--- config.mk ---
export PLATFORM = sky130hd
export DESIGN_NAME = tap_ctrl
export DESIGN_NICKNAME = d
export VERILOG_FILES = /design/src/rtl/tap_pkg.sv /design/src/rtl/tap_fsm.sv /design/src/rtl/tap_ir.sv /design/src/rtl/tap_dr.sv /design/src/rtl/tap_ctrl.sv
export SDC_FILE = /design/constraint.sdc
export NUM_CORES = 1
export LEC_CHECK = 0
export BUFFER_PORTS_ARGS = -buffer_cell sky130_fd_sc_hd__buf_2
export CAP_MARGIN = 20
export CORE_MARGIN = 8
export CORE_UTILIZATION = 31
export DETAILED_ROUTE_END_ITERATION = 10
export SYNTH_ARGS = -nofsm -noshare
export SYNTH_HDL_FRONTEND = slang
export SYNTH_SLANG_ARGS = --single-unit
--- constraint.sdc ---
create_clock -name tck_i -period 1.7 [get_ports tck_i]
set_input_delay 0.085 -clock tck_i [delete_from_list [all_inputs] [get_ports tck_i]]
set_output_delay 0.085 -clock tck_i [all_outputs]
set_load 0.02 [all_outputs]
--- src/rtl/tap_pkg.sv ---
`timescale 1ns/1ps
package tap_pkg;
  localparam int unsigned IR_W = 3;

  typedef enum logic [3:0] {
    TS_RESET, TS_IDLE,
    TS_SEL_DR, TS_CAP_DR, TS_SH_DR, TS_EX1_DR, TS_PAU_DR, TS_EX2_DR, TS_UPD_DR,
    TS_SEL_IR, TS_CAP_IR, TS_SH_IR, TS_EX1_IR, TS_PAU_IR, TS_EX2_IR, TS_UPD_IR
  } tap_state_e;

  typedef enum logic [1:0] {DR_BYPASS, DR_DEVID, DR_BOUNDARY} dr_sel_e;

  localparam logic [IR_W-1:0] OP_EXTEST  = 3'b001;
  localparam logic [IR_W-1:0] OP_CLAMP   = 3'b010;
  localparam logic [IR_W-1:0] OP_IDCODE  = 3'b011;
  localparam logic [IR_W-1:0] OP_SAMPLE  = 3'b100;
  localparam logic [IR_W-1:0] OP_BYPASS  = 3'b111;
  localparam logic [IR_W-1:0] IR_CAPTURE = 3'b001;

  function automatic tap_state_e tap_next(input tap_state_e s, input logic tms);
    tap_state_e n;
    case (s)
      TS_RESET:  n = tms ? TS_RESET  : TS_IDLE;
      TS_IDLE:   n = tms ? TS_SEL_DR : TS_IDLE;
      TS_SEL_DR: n = tms ? TS_SEL_IR : TS_CAP_DR;
      TS_CAP_DR: n = tms ? TS_EX1_DR : TS_SH_DR;
      TS_SH_DR:  n = tms ? TS_EX1_DR : TS_SH_DR;
      TS_EX1_DR: n = tms ? TS_UPD_DR : TS_PAU_DR;
      TS_PAU_DR: n = tms ? TS_EX2_DR : TS_PAU_DR;
      TS_EX2_DR: n = tms ? TS_UPD_DR : TS_SH_DR;
      TS_UPD_DR: n = tms ? TS_SEL_DR : TS_IDLE;
      TS_SEL_IR: n = tms ? TS_RESET  : TS_CAP_IR;
      TS_CAP_IR: n = tms ? TS_EX1_IR : TS_SH_IR;
      TS_SH_IR:  n = tms ? TS_EX1_IR : TS_SH_IR;
      TS_EX1_IR: n = tms ? TS_UPD_IR : TS_PAU_IR;
      TS_PAU_IR: n = tms ? TS_EX2_IR : TS_PAU_IR;
      TS_EX2_IR: n = tms ? TS_UPD_IR : TS_SH_IR;
      TS_UPD_IR: n = tms ? TS_SEL_DR : TS_IDLE;
      default:   n = TS_RESET;
    endcase
    return n;
  endfunction
endpackage

--- src/rtl/tap_fsm.sv ---
`timescale 1ns/1ps
module tap_fsm
  import tap_pkg::*;
(
  input  logic       tck_i,
  input  logic       rst_ni,
  input  logic       tms_i,
  input  logic       hold_rst_i,
  output tap_state_e state_o
);
  tap_state_e state_q;

  always_ff @(posedge tck_i or negedge rst_ni) begin
    if (!rst_ni)         state_q <= TS_RESET;
    else if (hold_rst_i) state_q <= TS_RESET;
    else                 state_q <= tap_next(state_q, tms_i);
  end

  assign state_o = state_q;
endmodule

--- src/rtl/tap_ir.sv ---
`timescale 1ns/1ps
module tap_ir
  import tap_pkg::*;
(
  input  logic            tck_i,
  input  logic            rst_ni,
  input  logic            tdi_i,
  input  tap_state_e      state_i,
  output logic            so_o,
  output logic [IR_W-1:0] ir_o,
  output dr_sel_e         sel_o,
  output logic            extest_o,
  output logic            clamp_o,
  output logic            sample_o
);
  logic [IR_W-1:0] sr_q;
  logic [IR_W-1:0] ir_q;

  always_ff @(posedge tck_i or negedge rst_ni) begin
    if (!rst_ni)                 sr_q <= IR_CAPTURE;
    else if (state_i == TS_CAP_IR) sr_q <= IR_CAPTURE;
    else if (state_i == TS_SH_IR)  sr_q <= {tdi_i, sr_q[IR_W-1:1]};
  end

  // current instruction moves on the falling edge
  always_ff @(negedge tck_i or negedge rst_ni) begin
    if (!rst_ni)                   ir_q <= OP_IDCODE;
    else if (state_i == TS_RESET)  ir_q <= OP_IDCODE;
    else if (state_i == TS_UPD_IR) ir_q <= sr_q;
  end

  always_comb begin
    sel_o    = DR_BYPASS;
    extest_o = 1'b0;
    clamp_o  = 1'b0;
    sample_o = 1'b0;
    case (ir_q)
      OP_EXTEST: begin sel_o = DR_BOUNDARY; extest_o = 1'b1; end
      OP_SAMPLE: begin sel_o = DR_BOUNDARY; sample_o = 1'b1; end
      OP_CLAMP:  begin sel_o = DR_BYPASS;   clamp_o  = 1'b1; end
      OP_IDCODE: sel_o = DR_DEVID;
      OP_BYPASS: sel_o = DR_BYPASS;
      default:   sel_o = DR_BYPASS;
    endcase
  end

  assign so_o = sr_q[0];
  assign ir_o = ir_q;
endmodule

--- src/rtl/tap_dr.sv ---
`timescale 1ns/1ps
module tap_dr
  import tap_pkg::*;
#(
  parameter logic [31:0] ID_VALUE = 32'h0000_0001
) (
  input  logic       tck_i,
  input  logic       rst_ni,
  input  logic       tdi_i,
  input  tap_state_e state_i,
  input  dr_sel_e    sel_i,
  input  logic       bsr_so_i,
  output logic       so_o
);
  localparam int unsigned ID_W = $bits(ID_VALUE);

  logic            byp_q;
  logic [ID_W-1:0] id_q;
  logic            id_sel;

  assign id_sel = (sel_i == DR_DEVID);

  always_ff @(posedge tck_i or negedge rst_ni) begin
    if (!rst_ni)                   byp_q <= 1'b0;
    else if (state_i == TS_CAP_DR) byp_q <= 1'b0;
    else if (state_i == TS_SH_DR)  byp_q <= tdi_i;
  end

  always_ff @(posedge tck_i or negedge rst_ni) begin
    if (!rst_ni)                             id_q <= '0;
    else if (id_sel && state_i == TS_CAP_DR) id_q <= ID_VALUE;
    else if (id_sel && state_i == TS_SH_DR)  id_q <= {tdi_i, id_q[ID_W-1:1]};
  end

  always_comb begin
    case (sel_i)
      DR_DEVID:    so_o = id_q[0];
      DR_BOUNDARY: so_o = bsr_so_i;
      default:     so_o = byp_q;
    endcase
  end
endmodule

--- src/rtl/tap_ctrl.sv ---
`timescale 1ns/1ps
module tap_ctrl
  import tap_pkg::*;
#(
  parameter logic [3:0]  ID_VERSION = 4'h1,
  parameter logic [15:0] ID_PART    = 16'h3A5C,
  parameter logic [10:0] ID_MAKER   = 11'h2B7
) (
  input  logic tck_i,
  input  logic rst_ni,
  input  logic tms_i,
  input  logic tdi_i,
  input  logic dbg_mode_i,
  input  logic bsr_so_i,
  output logic tdo_o,
  output logic tdo_oe_o,
  output logic extest_o,
  output logic clamp_o,
  output logic sample_o,
  output logic bsr_capture_o,
  output logic bsr_shift_o,
  output logic bsr_update_o
);
  localparam logic [31:0] ID_VALUE = {ID_VERSION, ID_PART, ID_MAKER, 1'b1};

  tap_state_e      state_q;
  dr_sel_e         dr_sel;
  logic [IR_W-1:0] cur_ir;
  logic            ir_so, dr_so;
  logic            sh_ir, sh_dr, bsr_sel;
  logic            tdo_d, tdo_q, oe_q;

  tap_fsm u_fsm (
    .tck_i      (tck_i),
    .rst_ni     (rst_ni),
    .tms_i      (tms_i),
    .hold_rst_i (dbg_mode_i),
    .state_o    (state_q)
  );

  tap_ir u_ir (
    .tck_i    (tck_i),
    .rst_ni   (rst_ni),
    .tdi_i    (tdi_i),
    .state_i  (state_q),
    .so_o     (ir_so),
    .ir_o     (cur_ir),
    .sel_o    (dr_sel),
    .extest_o (extest_o),
    .clamp_o  (clamp_o),
    .sample_o (sample_o)
  );

  tap_dr #(.ID_VALUE(ID_VALUE)) u_dr (
    .tck_i    (tck_i),
    .rst_ni   (rst_ni),
    .tdi_i    (tdi_i),
    .state_i  (state_q),
    .sel_i    (dr_sel),
    .bsr_so_i (bsr_so_i),
    .so_o     (dr_so)
  );

  assign sh_ir   = (state_q == TS_SH_IR);
  assign sh_dr   = (state_q == TS_SH_DR);
  assign bsr_sel = (dr_sel == DR_BOUNDARY);

  always_comb begin
    if (sh_ir)      tdo_d = ir_so;
    else if (sh_dr) tdo_d = dr_so;
    else            tdo_d = 1'b0;
  end

  always_ff @(negedge tck_i or negedge rst_ni) begin
    if (!rst_ni) begin
      tdo_q <= 1'b0;
      oe_q  <= 1'b0;
    end else begin
      tdo_q <= tdo_d;
      oe_q  <= sh_ir | sh_dr;
    end
  end

  assign tdo_o         = tdo_q;
  assign tdo_oe_o      = oe_q;
  assign bsr_capture_o = bsr_sel && (state_q == TS_CAP_DR);
  assign bsr_shift_o   = bsr_sel && sh_dr;
  assign bsr_update_o  = bsr_sel && (state_q == TS_UPD_DR);
endmodule

==> results.md <==
* Status: complete, but fails checks
* Failing checks: negative setup slack
* Unique masters post-synth at 41
* Clk Latency, worst-skew pair at 0.35 ns
* Worst setup margin at -1.09 ns
* Routed vias/inst at 4.50
* DR WL/cell at 13.4 µm
* Commonest non-fill, non-tap cell in the layout: dfrtp_1
* Register area share after synthesis at between 50 and 60%
* First-pass GRT wire length at 8.47 mm
* GP Congestion at 0.794
* CTS tree: done
* Post-synth EDFFs at 0
* Share of layout cells above drive strength 1 at 38.2%
* Post-layout instance count excluding filler cells at around 380
* Asr flop ratio synth at 100%
* Post-Syn Instances at ~220
* Site Rows at 31
* CTS root buf: clkbuf_8
* Leakage power total at around 1.4 nW
* Critical path type: reg2out
* Clk slew on worst S/H paths at 0.07 ns
* Sink Count at 45
* Number of DRC markers in iteration 0 at 91
* Clock Skew at 0.0602 ns
* DRC Markers at 0
* Num ports at 14
* CP arrival at about 2.7 ns
* Syn. warnings at 0
* Tot GR Track Use at about a tenth
* CP Capture Type: output port
* Clock tree buffer depth at 2
* Max cap viols at 0
* Largest net degree at the start of global routing at 35
* Max Transition Viols Final at 0
* Dpl cells at 351
* FILL cells at 684
* H-tree depth at 2
* Worst Path Max Fanout at 4
* Initial Util at a little under a third
* Final Hold Fails at 0
* Hpwl dp at 3.11 mm
* Placeable Area at 7140 µm²
* Top_reg_cell synth: dfrtp_1
* Via count at 1,705
* Post-layout util at 45.0%
* Number of global-route vias before repair at between 1.5k and 2k
* Unrepaired setup endpoints after global routing: yes
* Rel. slew slack at 70.7%
* Post-Syn Nets at ~230
* Min-delay worst type: in2reg
* Fin area at 3210 µm²
* Die Area at about 10,000 µm²
* Total congestion overflow at 0
* Die height at 101 µm
* Port Buffers at 13
* Worst Path Required at about 1.6 ns
* ANT nets after route at 0
* Area Overhead vs Synth at 42.7%
* Die W at 101 µm
* Setup-failing EPs final at 45
* Yosys reg bits at 45
* Least-Margin Pin Slew at between 0.4 and 0.5 ns
* Synth Area per Inst at between 10 and 15 µm²
* Pwr dens at 747 nW/µm²
* Mapped Area at around 2200 µm²
* Drt total wl at 5.09 mm
* Ant. Diodes at 0
* Dpl cell area at 2690 µm²
* Nets at about 290
* TritonRoute pass-1 iters at 4
* CP startpoint kind: flop
* Inserted Clock Buffers at 5
* Most frequent cells in the layout: 39 x dfrtp_1, 33 x nor2_1, 32 x buf_4
* Peak VDD IR at 0.305 mV
* Initial antenna violation count at 0
metrics by stage:
step	worst slack, ns	power (mW)	hold WS, ns	TNS (ns)
after floorplan	-1.04	1.50	-0.211	-33.78
after global placement	-0.928	1.59	-0.0149	-32.60
after detailed placement	-0.963	1.60	-0.0181	-33.60
after CTS	-1.08	2.40	0.0681	-39.73
after global routing	-1.14	2.54	0.0696	-41.96
final	-1.09	2.40	0.0747	-39.06
routing by layer:
layer  up-vias  share of wire [%]  track usage, %
met5         -                  0               0
met4         0                1.8            4.81
met3         6                3.1            2.82
met2        17                 46            16.3
met1       830                 49            13.3
li1        852                  -               -
cell usage after synthesis (all sizes together) (2+ instances only):
cell	n	area share, %
dfrtp	39	43
nor2	34	5.7
inv	24	4.0
mux2i	17	7.6
mux2	14	7.0
buf	9	2.8
nor2b	8	2.2
nand2	7	1.2
o21ai	7	1.6
a21oi	5	1.6
clkbuf	5	0.83
nand2b	5	1.4
nand3	4	0.89
a221oi	3	1.2
a22oi	3	1.0
and3	3	0.83
dfrtn	3	3.3
dfstp	3	3.5
nand3b	3	1.0
a2111oi	2	0.78
a22o	2	0.78
and2	2	0.56
ha	2	1.1
nor3	2	0.44
nor3b	2	0.67
or2	2	0.56
path summary, 6_finish.rpt:
check,start,endpoint,slack (ns),depth (start not counted)
worst max-delay path,u_ir.ir_o[0],bsr_update_o,-1.09,6
max in group asynchronous,rst_ni,u_ir.ir_o[1],0.38,2
worst min-delay path,tdi_i,u_dr.byp_q,0.07,2
min in group asynchronous,rst_ni,u_ir.sr_q[1],0.22,2
worst min register to register,u_ir.sr_q[0],u_ir.sr_q[0],0.51,2
worst max register to register,u_ir.ir_o[1],u_dr.id_q[26],-1.08,9
timing repair:
action | CTS | global route
endpoints found under the setup margin | 45 | 47
cloned | 2 | 1
hold endpoints to repair | 7 | 0
resized for setup | 43 | 14
buffers inserted | 11 | 7
hold buffers | 2 | 0
pin swaps | 2 | 6
sequential cells by signal, summed over array words and instances (netlist names):
register and cells:
u_ir.ir_o 3, u_dr.byp_q 1, u_ir.sr_q 3, tdo_o 1, u_fsm.state_o 4, u_dr.id_q 32, tdo_oe_o 1
worst max-delay path, cell delays in order (launching register included):
cell     delay, ns
dfstp_2       0.57
nor3b_4       0.23
buf_4         0.14
or2_4         0.12
ha_4          0.15
and3_4        0.18
buf_6         0.11
cells by family after synthesis:
kind of cell | after synthesis | synth area share (%)
AOI/OAI and AO/OA | 27 | 8.62
xor gates and xnor gates | 1 | 0.389
adders and majority gates | 2 | 1.11
buffers and inverters | 38 | 7.62
DFF | 45 | 50.2
muxes | 31 | 14.6
and+or+nand+nor | 77 | 17.5
area by class of cell:
type | count | area [µm²] | area share (%)
sequential | 45 | 1130 | 35.2
inverter | 23 | 86.3 | 2.69
timing repair buffer | 64 | 632 | 19.7
clock inverter | 3 | 15.0 | 0.468
multi-input combinational | 138 | 1120 | 35.0
clock buffer | 7 | 97.6 | 3.04
tap | 99 | 124 | 3.86
report_power, final:
part | switching, mW | leakage [nW] | internal, mW | total (mW)
Sequential | 0.0655 | 0.605 | 1.18 | 1.25
Clock | 0.373 | 0.0603 | 0.386 | 0.759
Combinational | 0.174 | 0.772 | 0.215 | 0.389
Power figures use the tool's default switching activity.
